**src/rtl/pinfunc_pkg.sv**
```systemverilog
// Shared constants and types for the per-pin function mux bank.
// Assumes a word-offset register map with a 5-bit address.
package pinfunc_pkg;

    localparam int ADDR_W = 5;
    localparam int NSLOTS = 4;
    localparam int CODE_W = $clog2(NSLOTS);

    // Word offsets of the bank's ports
    localparam logic [ADDR_W-1:0] OFS_OWN_SET  = 5'd0;
    localparam logic [ADDR_W-1:0] OFS_OWN_CLR  = 5'd1;
    localparam logic [ADDR_W-1:0] OFS_OWN_STAT = 5'd2;
    localparam logic [ADDR_W-1:0] OFS_SEL_LO   = 5'd3;
    localparam logic [ADDR_W-1:0] OFS_SEL_HI   = 5'd4;
    localparam logic [ADDR_W-1:0] OFS_DAT_SET  = 5'd5;
    localparam logic [ADDR_W-1:0] OFS_DAT_CLR  = 5'd6;
    localparam logic [ADDR_W-1:0] OFS_DAT_STAT = 5'd7;
    localparam logic [ADDR_W-1:0] OFS_OE_SET   = 5'd8;
    localparam logic [ADDR_W-1:0] OFS_OE_CLR   = 5'd9;
    localparam logic [ADDR_W-1:0] OFS_OE_STAT  = 5'd10;
    localparam logic [ADDR_W-1:0] OFS_PAD_STAT = 5'd11;
    localparam logic [ADDR_W-1:0] OFS_OD_SET   = 5'd12;
    localparam logic [ADDR_W-1:0] OFS_OD_CLR   = 5'd13;
    localparam logic [ADDR_W-1:0] OFS_OD_STAT  = 5'd14;
    localparam logic [ADDR_W-1:0] OFS_PU_SET   = 5'd15;
    localparam logic [ADDR_W-1:0] OFS_PU_CLR   = 5'd16;
    localparam logic [ADDR_W-1:0] OFS_PU_STAT  = 5'd17;
    localparam logic [ADDR_W-1:0] OFS_PD_SET   = 5'd18;
    localparam logic [ADDR_W-1:0] OFS_PD_CLR   = 5'd19;
    localparam logic [ADDR_W-1:0] OFS_PD_STAT  = 5'd20;

    // One-cycle write strobes produced by the decoder
    typedef struct packed {
        logic own_set;
        logic own_clr;
        logic sel_lo_wr;
        logic sel_hi_wr;
        logic dat_set;
        logic dat_clr;
        logic oe_set;
        logic oe_clr;
        logic od_set;
        logic od_clr;
        logic pu_set;
        logic pu_clr;
        logic pd_set;
        logic pd_clr;
    } wr_stb_t;

endpackage

```
**src/rtl/pinfunc_bus_dec.sv**
```systemverilog
// Write decoder: turns a bus write into one strobe for the addressed port.
// Assumes at most one write per cycle, so at most one strobe is high.
module pinfunc_bus_dec
    import pinfunc_pkg::*;
(
    input  logic              we,
    input  logic [ADDR_W-1:0] addr,
    output wr_stb_t           stb
);

    // Raise the strobe that matches the written offset
    always_comb begin
        stb = '0;
        if (we) begin
            case (addr)
                OFS_OWN_SET: stb.own_set   = 1'b1;
                OFS_OWN_CLR: stb.own_clr   = 1'b1;
                OFS_SEL_LO:  stb.sel_lo_wr = 1'b1;
                OFS_SEL_HI:  stb.sel_hi_wr = 1'b1;
                OFS_DAT_SET: stb.dat_set   = 1'b1;
                OFS_DAT_CLR: stb.dat_clr   = 1'b1;
                OFS_OE_SET:  stb.oe_set    = 1'b1;
                OFS_OE_CLR:  stb.oe_clr    = 1'b1;
                OFS_OD_SET:  stb.od_set    = 1'b1;
                OFS_OD_CLR:  stb.od_clr    = 1'b1;
                OFS_PU_SET:  stb.pu_set    = 1'b1;
                OFS_PU_CLR:  stb.pu_clr    = 1'b1;
                OFS_PD_SET:  stb.pd_set    = 1'b1;
                OFS_PD_CLR:  stb.pd_clr    = 1'b1;
                default:     stb           = '0;
            endcase
        end
    end

endmodule

```
**src/rtl/pinfunc_mask_reg.sv**
```systemverilog
// One control word updated by mask: set ORs the mask in, clear removes it,
// load replaces the word. Assumes the strobes are mutually exclusive;
// load has priority, then set, then clear.
module pinfunc_mask_reg #(
    parameter int             W       = 32,
    parameter logic [W-1:0]   RST_VAL = '0
) (
    input  logic         clk,
    input  logic         rst_n,
    input  logic         set_stb,
    input  logic         clr_stb,
    input  logic         load_stb,
    input  logic [W-1:0] mask,
    output logic [W-1:0] q
);

    // Hold the word, update only the masked bits on a strobe
    always_ff @(posedge clk) begin
        if (!rst_n) begin
            q <= RST_VAL;
        end else if (load_stb) begin
            q <= mask;
        end else if (set_stb) begin
            q <= q | mask;
        end else if (clr_stb) begin
            q <= q & ~mask;
        end
    end

endmodule

```
**src/rtl/pinfunc_pin_route.sv**
```systemverilog
// Per-pin pad routing: picks the GPIO controller or one of the peripheral
// slots by ownership and the two-plane code, then applies open-drain.
// Assumes slot k's signals sit at bits [k*N +: N] of the flat inputs.
module pinfunc_pin_route
    import pinfunc_pkg::*;
#(
    parameter int N = 32
) (
    input  logic [N-1:0]        own,
    input  logic [N-1:0]        sel_lo,
    input  logic [N-1:0]        sel_hi,
    input  logic [N-1:0]        dat,
    input  logic [N-1:0]        oe,
    input  logic [N-1:0]        od,
    input  logic [NSLOTS*N-1:0] per_out,
    input  logic [NSLOTS*N-1:0] per_oe,
    output logic [N-1:0]        pad_out,
    output logic [N-1:0]        pad_oe
);

    for (genvar i = 0; i < N; i++) begin : g_pin
        logic [NSLOTS-1:0] slot_o;
        logic [NSLOTS-1:0] slot_e;
        logic [CODE_W-1:0] code;
        logic              drv;
        logic              en;

        // Gather this pin's bit from each peripheral slot
        for (genvar k = 0; k < NSLOTS; k++) begin : g_slot
            assign slot_o[k] = per_out[k*N + i];
            assign slot_e[k] = per_oe[k*N + i];
        end

        assign code = {sel_hi[i], sel_lo[i]};

        // Choose the driver of this pin
        always_comb begin
            if (own[i]) begin
                drv = dat[i];
                en  = oe[i];
            end else begin
                drv = slot_o[code];
                en  = slot_e[code];
            end
        end

        // Open-drain releases the pad when the driven value is 1
        assign pad_out[i] = drv;
        assign pad_oe[i]  = en & ~(od[i] & drv);
    end

endmodule

```
**src/rtl/pinfunc_read_mux.sv**
```systemverilog
// Read-back multiplexer: returns the status word for the offset.
// Set/clear offsets and unmapped offsets return zero.
module pinfunc_read_mux
    import pinfunc_pkg::*;
#(
    parameter int N = 32
) (
    input  logic [ADDR_W-1:0] addr,
    input  logic [N-1:0]      own,
    input  logic [N-1:0]      sel_lo,
    input  logic [N-1:0]      sel_hi,
    input  logic [N-1:0]      dat,
    input  logic [N-1:0]      oe,
    input  logic [N-1:0]      pad_in,
    input  logic [N-1:0]      od,
    input  logic [N-1:0]      pu,
    input  logic [N-1:0]      pd,
    output logic [N-1:0]      rdata
);

    // Select the readable word addressed by the bus
    always_comb begin
        case (addr)
            OFS_OWN_STAT: rdata = own;
            OFS_SEL_LO:   rdata = sel_lo;
            OFS_SEL_HI:   rdata = sel_hi;
            OFS_DAT_STAT: rdata = dat;
            OFS_OE_STAT:  rdata = oe;
            OFS_PAD_STAT: rdata = pad_in;
            OFS_OD_STAT:  rdata = od;
            OFS_PU_STAT:  rdata = pu;
            OFS_PD_STAT:  rdata = pd;
            default:      rdata = '0;
        endcase
    end

endmodule

```
**src/rtl/pinfunc_bank.sv**
```systemverilog
// Per-pin function mux bank top: mask-written control registers, two-plane
// peripheral select, pad routing with open-drain, pull controls and read-back.
// Assumes one bus write per cycle and a synchronous active-low reset.
module pinfunc_bank
    import pinfunc_pkg::*;
#(
    parameter int NPINS = 32
) (
    input  logic                    clk,
    input  logic                    rst_n,
    input  logic                    bus_we,
    input  logic [ADDR_W-1:0]       bus_addr,
    input  logic [NPINS-1:0]        bus_wdata,
    output logic [NPINS-1:0]        bus_rdata,
    input  logic [NSLOTS*NPINS-1:0] per_out,
    input  logic [NSLOTS*NPINS-1:0] per_oe,
    input  logic [NPINS-1:0]        pad_in,
    output logic [NPINS-1:0]        pad_out,
    output logic [NPINS-1:0]        pad_oe,
    output logic [NPINS-1:0]        pad_pull_up,
    output logic [NPINS-1:0]        pad_pull_dn
);

    localparam logic [NPINS-1:0] ALL_ONES = {NPINS{1'b1}};
    localparam logic [NPINS-1:0] ALL_ZERO = '0;

    wr_stb_t          stb;
    logic [NPINS-1:0] own_q;
    logic [NPINS-1:0] sel_lo_q;
    logic [NPINS-1:0] sel_hi_q;
    logic [NPINS-1:0] dout_q;
    logic [NPINS-1:0] oe_q;
    logic [NPINS-1:0] od_q;
    logic [NPINS-1:0] pu_q;
    logic [NPINS-1:0] pd_q;

    pinfunc_bus_dec u_dec (
        .we   (bus_we),
        .addr (bus_addr),
        .stb  (stb)
    );

    pinfunc_mask_reg #(.W(NPINS), .RST_VAL(ALL_ONES)) u_own (
        .clk(clk), .rst_n(rst_n), .set_stb(stb.own_set), .clr_stb(stb.own_clr),
        .load_stb(1'b0), .mask(bus_wdata), .q(own_q)
    );

    pinfunc_mask_reg #(.W(NPINS), .RST_VAL(ALL_ZERO)) u_sel_lo (
        .clk(clk), .rst_n(rst_n), .set_stb(1'b0), .clr_stb(1'b0),
        .load_stb(stb.sel_lo_wr), .mask(bus_wdata), .q(sel_lo_q)
    );

    pinfunc_mask_reg #(.W(NPINS), .RST_VAL(ALL_ZERO)) u_sel_hi (
        .clk(clk), .rst_n(rst_n), .set_stb(1'b0), .clr_stb(1'b0),
        .load_stb(stb.sel_hi_wr), .mask(bus_wdata), .q(sel_hi_q)
    );

    pinfunc_mask_reg #(.W(NPINS), .RST_VAL(ALL_ZERO)) u_dout (
        .clk(clk), .rst_n(rst_n), .set_stb(stb.dat_set), .clr_stb(stb.dat_clr),
        .load_stb(1'b0), .mask(bus_wdata), .q(dout_q)
    );

    pinfunc_mask_reg #(.W(NPINS), .RST_VAL(ALL_ZERO)) u_oe (
        .clk(clk), .rst_n(rst_n), .set_stb(stb.oe_set), .clr_stb(stb.oe_clr),
        .load_stb(1'b0), .mask(bus_wdata), .q(oe_q)
    );

    pinfunc_mask_reg #(.W(NPINS), .RST_VAL(ALL_ZERO)) u_od (
        .clk(clk), .rst_n(rst_n), .set_stb(stb.od_set), .clr_stb(stb.od_clr),
        .load_stb(1'b0), .mask(bus_wdata), .q(od_q)
    );

    // A pull-down set also removes the pull-up on the same pins
    pinfunc_mask_reg #(.W(NPINS), .RST_VAL(ALL_ONES)) u_pu (
        .clk(clk), .rst_n(rst_n), .set_stb(stb.pu_set),
        .clr_stb(stb.pu_clr | stb.pd_set),
        .load_stb(1'b0), .mask(bus_wdata), .q(pu_q)
    );

    pinfunc_mask_reg #(.W(NPINS), .RST_VAL(ALL_ZERO)) u_pd (
        .clk(clk), .rst_n(rst_n), .set_stb(stb.pd_set), .clr_stb(stb.pd_clr),
        .load_stb(1'b0), .mask(bus_wdata), .q(pd_q)
    );

    pinfunc_pin_route #(.N(NPINS)) u_route (
        .own     (own_q),
        .sel_lo  (sel_lo_q),
        .sel_hi  (sel_hi_q),
        .dat     (dout_q),
        .oe      (oe_q),
        .od      (od_q),
        .per_out (per_out),
        .per_oe  (per_oe),
        .pad_out (pad_out),
        .pad_oe  (pad_oe)
    );

    pinfunc_read_mux #(.N(NPINS)) u_rd (
        .addr   (bus_addr),
        .own    (own_q),
        .sel_lo (sel_lo_q),
        .sel_hi (sel_hi_q),
        .dat    (dout_q),
        .oe     (oe_q),
        .pad_in (pad_in),
        .od     (od_q),
        .pu     (pu_q),
        .pd     (pd_q),
        .rdata  (bus_rdata)
    );

    assign pad_pull_up = pu_q;
    assign pad_pull_dn = pd_q;

endmodule

```
**config.mk**
```make
export PLATFORM = sky130hd
export DESIGN_NAME = pinfunc_bank
export DESIGN_NICKNAME = d
export VERILOG_FILES = /design/src/rtl/pinfunc_pkg.sv /design/src/rtl/pinfunc_bus_dec.sv /design/src/rtl/pinfunc_mask_reg.sv /design/src/rtl/pinfunc_pin_route.sv /design/src/rtl/pinfunc_read_mux.sv /design/src/rtl/pinfunc_bank.sv
export SDC_FILE = /design/constraint.sdc
export NUM_CORES = 1
export LEC_CHECK = 0
export BUFFER_PORTS_ARGS = -buffer_cell sky130_fd_sc_hd__buf_4
export CAP_MARGIN = 15
export CORE_MARGIN = 3
export CORE_UTILIZATION = 25
export DETAILED_ROUTE_END_ITERATION = 7
export PLACE_DENSITY = 0.51
export SYNTH_ARGS = -nofsm -noshare
export SYNTH_HDL_FRONTEND = slang
export SYNTH_SLANG_ARGS = --single-unit
export TNS_END_PERCENT = 20
```
**constraint.sdc**
```tcl
create_clock -name clk -period 3.2 [get_ports clk]
set_input_delay 0.96 -clock clk [delete_from_list [all_inputs] [get_ports clk]]
set_output_delay 0.96 -clock clk [all_outputs]
set_load 0.05 [all_outputs]
```
After elaboration in Yosys (flattened, before gate mapping)
Cells that the tools add are included.
{"block": "totals", "ff_bits": 256, "in_bits": 328, "output_inout_bits": 160, "wordCells": 397}
{"block": "classes", "order_cmp": 32, "eq_ne": 20, "mux": 220, "bitwise_logic": 110, "n_reduce_logical": 7}
{"operator": "two-way mux 32 bit", "n": 12}
{"operator": "one-hot mux 32 bit (9 select lines)", "n": 1}
{"operator": "bitwise AND 32 bit", "n": 6}
{"operator": "bitwise OR 32 bit", "n": 6}
{"operator": "two-way mux 1 bit", "n": 142}
{"operator": "binary-select mux 1 bit (select 2 bit)", "n": 64}
{"operator": "less-than comparator 2 x 3 -> 1 bit, second input constant", "n": 32}
{"operator": "bitwise AND 1 bit", "n": 64}
{"operator": "equality test 5 x 4 -> 1 bit, second input constant", "n": 8}
{"operator": "inverter 1 bit", "n": 32}
{"operator": "inverter 32 bit", "n": 1}
{"operator": "equality test 5 bit, second input constant", "n": 5}
{"operator": "equality test 5 x 3 -> 1 bit, second input constant", "n": 4}
{"operator": "two-way mux 14 bit", "n": 1}
{"operator": "nonzero test 2 bit", "n": 6}
{"operator": "equality test 5 x 2 -> 1 bit, second input constant", "n": 2}
{"operator": "equality test 5 x 1 -> 1 bit, second input constant", "n": 1}
{"operator": "logical NOT 5 bit", "n": 1}
{"operator": "bitwise OR 1 bit", "n": 1}

Depth between registers and ports, before layout
{"block": "logic_depth", "ltp_word": 6, "depth_mapped": 8, "ltp_nobuf": 4}

Cells and area by module
From an unflattened synthesis, not the netlist that was laid out.
{"block": "hier_totals", "hier_cells": 2138, "area_unflattened_um2": 17655.7}
{"module": "pinfunc_mask_reg at u_dout ...", "n_inst": 6, "cells_per_inst": 174, "area_each_um2": 1566.5, "seq_area_each_um2": 640.6}
{"module": "pinfunc_mask_reg at u_own ...", "n_inst": 2, "cells_per_inst": 176, "area_each_um2": 1497.7, "seq_area_each_um2": 640.6}
{"module": "pinfunc_pin_route", "n_inst": 1, "cells_per_inst": 417, "area_each_um2": 2955.3, "seq_area_each_um2": 0.0}
{"module": "pinfunc_read_mux", "n_inst": 1, "cells_per_inst": 301, "area_each_um2": 2160.8, "seq_area_each_um2": 0.0}
{"module": "pinfunc_bus_dec", "n_inst": 1, "cells_per_inst": 22, "area_each_um2": 135.1, "seq_area_each_um2": 0.0}
{"module": "pinfunc_bank", "n_inst": 1, "cells_per_inst": 2, "area_each_um2": 10.0, "seq_area_each_um2": 0.0}

Worst setup path before layout
OpenSTA, ideal clock, no wires.
{"block": "synth_path", "path_kind": "input port to output port", "from": "input port per_out[106]", "to": "output port pad_oe[10]", "t_arrival_ps": 2617, "required_time_ps": 2240, "path_slack_ps": -377, "stages": 4, "path_buffers": 0, "cell_sequence": "mux4_2 nand2_1 nand2_1 o21ai_0"}
{"block": "synth_via", "elab_chain_cells": 6}
{"item": "from (decl)", "line": "pinfunc_bank.sv:15", "text": "input logic [NSLOTS*NPINS-1:0] per_out,"}
{"item": "binary-select mux 1 bit (select 2 bit)", "line": "pinfunc_pin_route.sv:42", "text": "drv = slot_o[code];"}
{"item": "two-way mux 1 bit (implied by the code)", "line": "pinfunc_pin_route.sv:42"}
{"item": "two-way mux 1 bit", "line": "pinfunc_pin_route.sv:38", "text": "if (own[i]) begin"}
{"item": "bitwise AND 1 bit", "line": "pinfunc_pin_route.sv:49", "text": "assign pad_oe[i] = en & ~(od[i] & drv);"}
{"item": "inverter 1 bit", "line": "pinfunc_pin_route.sv:49"}
{"item": "bitwise AND 1 bit", "line": "pinfunc_pin_route.sv:49"}
{"item": "to (decl)", "line": "pinfunc_bank.sv:19", "text": "output logic [NPINS-1:0] pad_oe,"}
No other way between the ends. The select of a mux whose other input is x is not followed.

Final worst setup path
{"block": "layout_path", "from": "input port bus_addr[2]", "to": "output port bus_rdata[22]"}
{"block": "layout_via", "elab_chain_cells": 2, "word_cells_on_any_way": 10, "cone_classes": "9 x eq/ne; 1 x mux"}
{"item": "from (decl)", "line": "pinfunc_bank.sv:12", "text": "input logic [ADDR_W-1:0] bus_addr,"}
{"item": "equality test 5 bit, or another cell as far along", "line": "pinfunc_read_mux.sv:23", "text": "case (addr)"}
{"item": "one-hot mux 32 bit (9 select lines) (*)", "line": "pinfunc_read_mux.sv:23"}
{"item": "to (decl)", "line": "pinfunc_bank.sv:14", "text": "output logic [NPINS-1:0] bus_rdata,"}
Mark *: on every way between the ends. The rest lies on a longest branch, timed or not.

==> impl_metrics.env <==
export IMPL_crit_path_end_kind="primary output"
export IMPL_failed_checks="negative setup slack"
export IMPL_critPathRequiredTime_ns=2.24
export IMPL_critPathMaxFanout=6
export IMPL_seq_area_mm2=0.005145
export IMPL_numCtsBuffers=30
export IMPL_synthFlopType="dfxtp_1"
export IMPL_die_y_um=247.9
export IMPL_dieArea_mm2=0.06147
export IMPL_fin_nets=2563
export IMPL_power_density_mw_per_mm2=377.1
export IMPL_fin_setup_tns_ns=-6.928
export IMPL_totalWireLength_um=75790
export IMPL_io_pins=488
export IMPL_antenna_found_initial=5
export IMPL_root_buffer="clkbuf_16"
export IMPL_seq_area_frac_synth=0.3502
export IMPL_drc=0
export IMPL_finish_instance_area_mm2=0.02187
export IMPL_start_util=0.2531
export IMPL_ys_async_sr_fraction=0
export IMPL_status="finished with violations"
export IMPL_multi_input_area_mm2=0.009110
export IMPL_die_w_um=247.9
export IMPL_grt_ovfl_total=0
export IMPL_num_rows=88
export IMPL_worstSetupStartpointType="input pin"
export IMPL_first_pass_iters=5
export IMPL_grt_pass1_vias=15803
export IMPL_postSynthAreaPerCell_um2=8.309
export IMPL_slew_limit_headroom=0.5584
export IMPL_worst_slew_pin_slew_ns=0.6624
export IMPL_grt_pass1_wl_um=106900
export IMPL_path_cells="buf_12, buf_6, nor4bb_4, nor2b_4, buf_8, buf_12, a22oi_1, nand3_2, buf_8"
export IMPL_rsz0062_at_grt="true"
export IMPL_max_cap_violations=0
export IMPL_final_period_utilization=1.098
export IMPL_slew_viol_final=0
export IMPL_synth_top_cell_area_share=0.3502
export IMPL_antenna_left=0
export IMPL_routedWlPerCell_um=25.02
export IMPL_crit_arrival_ns=2.55
export IMPL_grt_use_total=0.2329
export IMPL_via_per_inst=5.408
export IMPL_clockBufferDepth=3
export IMPL_nFillCells=5852
export IMPL_ir_drop_uv=374.2
export IMPL_fin_ws_ns=-0.3135
export IMPL_ys_seq_elements=256
export IMPL_post_route_min_period_ns=3.513
export IMPL_gp_congestion=0.8635
export IMPL_synth_top_cells_by_area="dfxtp_1 35%, nand2_1 11%, mux4_2 9.9%"
export IMPL_layout_drive_gt1_share=0.4039
export IMPL_clock_skew_ns=0
export IMPL_criticalPathCategory="in -> out"
export IMPL_slowest_stage="nor4bb_4"
export IMPL_dpl_hpwl_um=54920
export IMPL_drt_initial_drc_count=1403
export IMPL_synthesis_nets=2089
export IMPL_synth_area_mm2=0.01463
export IMPL_critical_path_buf_inv_count=5
export IMPL_cpLargestDelayFamily="simple AND/OR/NAND/NOR gates"
export IMPL_leakage_uw=0.008972
export IMPL_synthDistinctLibCells=48
export IMPL_cts_tree="done"
export IMPL_yosysTopAreaCell="dfxtp_1"
export IMPL_clock_latency_ns=0.57
export IMPL_cts_num_sinks=256
export IMPL_io_buffers=487
export IMPL_placed_cell_area_mm2=0.01965
export IMPL_syn_to_final_growth_pct=49.44
export IMPL_hold_buffers=0
export IMPL_crit_path_max_incr_delay_ns=0.35
export IMPL_fin_total_pwr_uw=8246
export IMPL_synth_edf_count=0
export IMPL_hold_viol=0
export IMPL_clkTransAtPathRegs_ns=0.06
export IMPL_coreArea_mm2=0.05781
export IMPL_holdWs_ns=0.4857
export IMPL_synth_most_common_cell="nand2_1"
export IMPL_syn_inst=1761
export IMPL_vias=16382
export IMPL_grt_start_max_net_pins=61
export IMPL_finalSetupViolations=32
export IMPL_netlist_top_cells_count="413 x nand2_1, 256 x dfxtp_1, 192 x a21oi_1"
export IMPL_fmax_ghz=0.2846
export IMPL_ys_warn_count=0
export IMPL_hold_path_class="reg -> reg"
export IMPL_htreeDepth=1
==> routing by layer <==
layer | vias up | GRT usage | routed length [um]
li1 | 7395 | - | -
met1 | 8079 | 0.3089 | 31830
met2 | 799 | 0.3847 | 35730
met3 | 107 | 0.05337 | 6501
met4 | 2 | 0.05338 | 1714
met5 | - | 0 | 13
==> worst reg2reg max path: cells and delay by family, from the launching register on <==
| kind | cells | cell delay [ns] |
|---|---|---|
| flops | 1 | 0.49 |
| compound gates | 2 | 0.31 |
==> stage by stage <==
step | util | worst slack (ns) | cells
6_report | 0.3783 | -0.3135 | 3029
5_1_grt | 0.3781 | -0.3577 | 3024
4_1_cts | 0.3748 | -0.2702 | 3018
3_5_place_dp | 0.3400 | -0.7217 | 2942
3_3_place_gp | 0.3400 | -0.6904 | 2942
2_1_floorplan | - | -0.3771 | 1761
==> what timing repair did <==
item	CTS	global route
resized for setup	183	41
cloned	3	1
pin swaps	38	27
setup endpoints to repair	40	40
buffers inserted	19	6
==> report_power, final <==
part | leakage [uW] | switching, uW | internal, uW
logic | 0.00640 | 746 | 631
registers | 0.00207 | 46.3 | 3220
clock network | 0.000499 | 1470 | 2130
==> layout make-up <==
cell class	instances	share of cell area
Sequential cell	256	0.2353
Inverter	2	0.0005722
Clock buffer	47	0.04234
Timing Repair Buffer	650	0.2564
Multi-Input combinational cell	1295	0.4166
Tap cell	765	0.04377
Antenna cell	6	0.0006866
Clock inverter	8	0.004349
==> cells by family (layout without fill, tap and decap cells) <==
kind of cell           Yosys count  after routing  share of synthesized area
buffers and inverters          211            707                    0.07174
AO/OA/AOI/OAI                  443            443                     0.1945
XOR/XNOR                         1              1                   0.001112
AND/OR/NAND/NOR                689            690                     0.2144
multiplexers                   161            161                     0.1680
flip-flops                     256            256                     0.3502
other                            0              6                          0
==> layout by cell type, fill, tap and decap left out, types with 11 or more instances in the layout <==
cell type / instances
nor2_1: 24
buf_12: 30
mux2_2: 37
a311oi_1: 65
mux2i_1: 60
nand3_1: 131
a22oi_1: 29
nand3_2: 14
a22o_1: 13
o211ai_1: 23
a21oi_1: 184
dfxtp_1: 244
o21ai_1: 15
buf_6: 45
a22oi_2: 18
and3_1: 66
buf_4: 554
clkbuf_16: 31
o21ai_0: 51
a2111oi_4: 11
buf_8: 19
mux4_2: 64
nand2_1: 413
==> final timing paths <==
path	slack [ns]	endpoint	start	cells after the start
worst max register to register	2.32	flop	flop	2
worst max-delay path	-0.31	bus_rdata[22]	bus_addr[2]	9
worst min-delay path	0.49	flop	flop	2
worst min register to register	0.49	flop	flop	2
No activity file was read; power rests on OpenSTA's default activity.
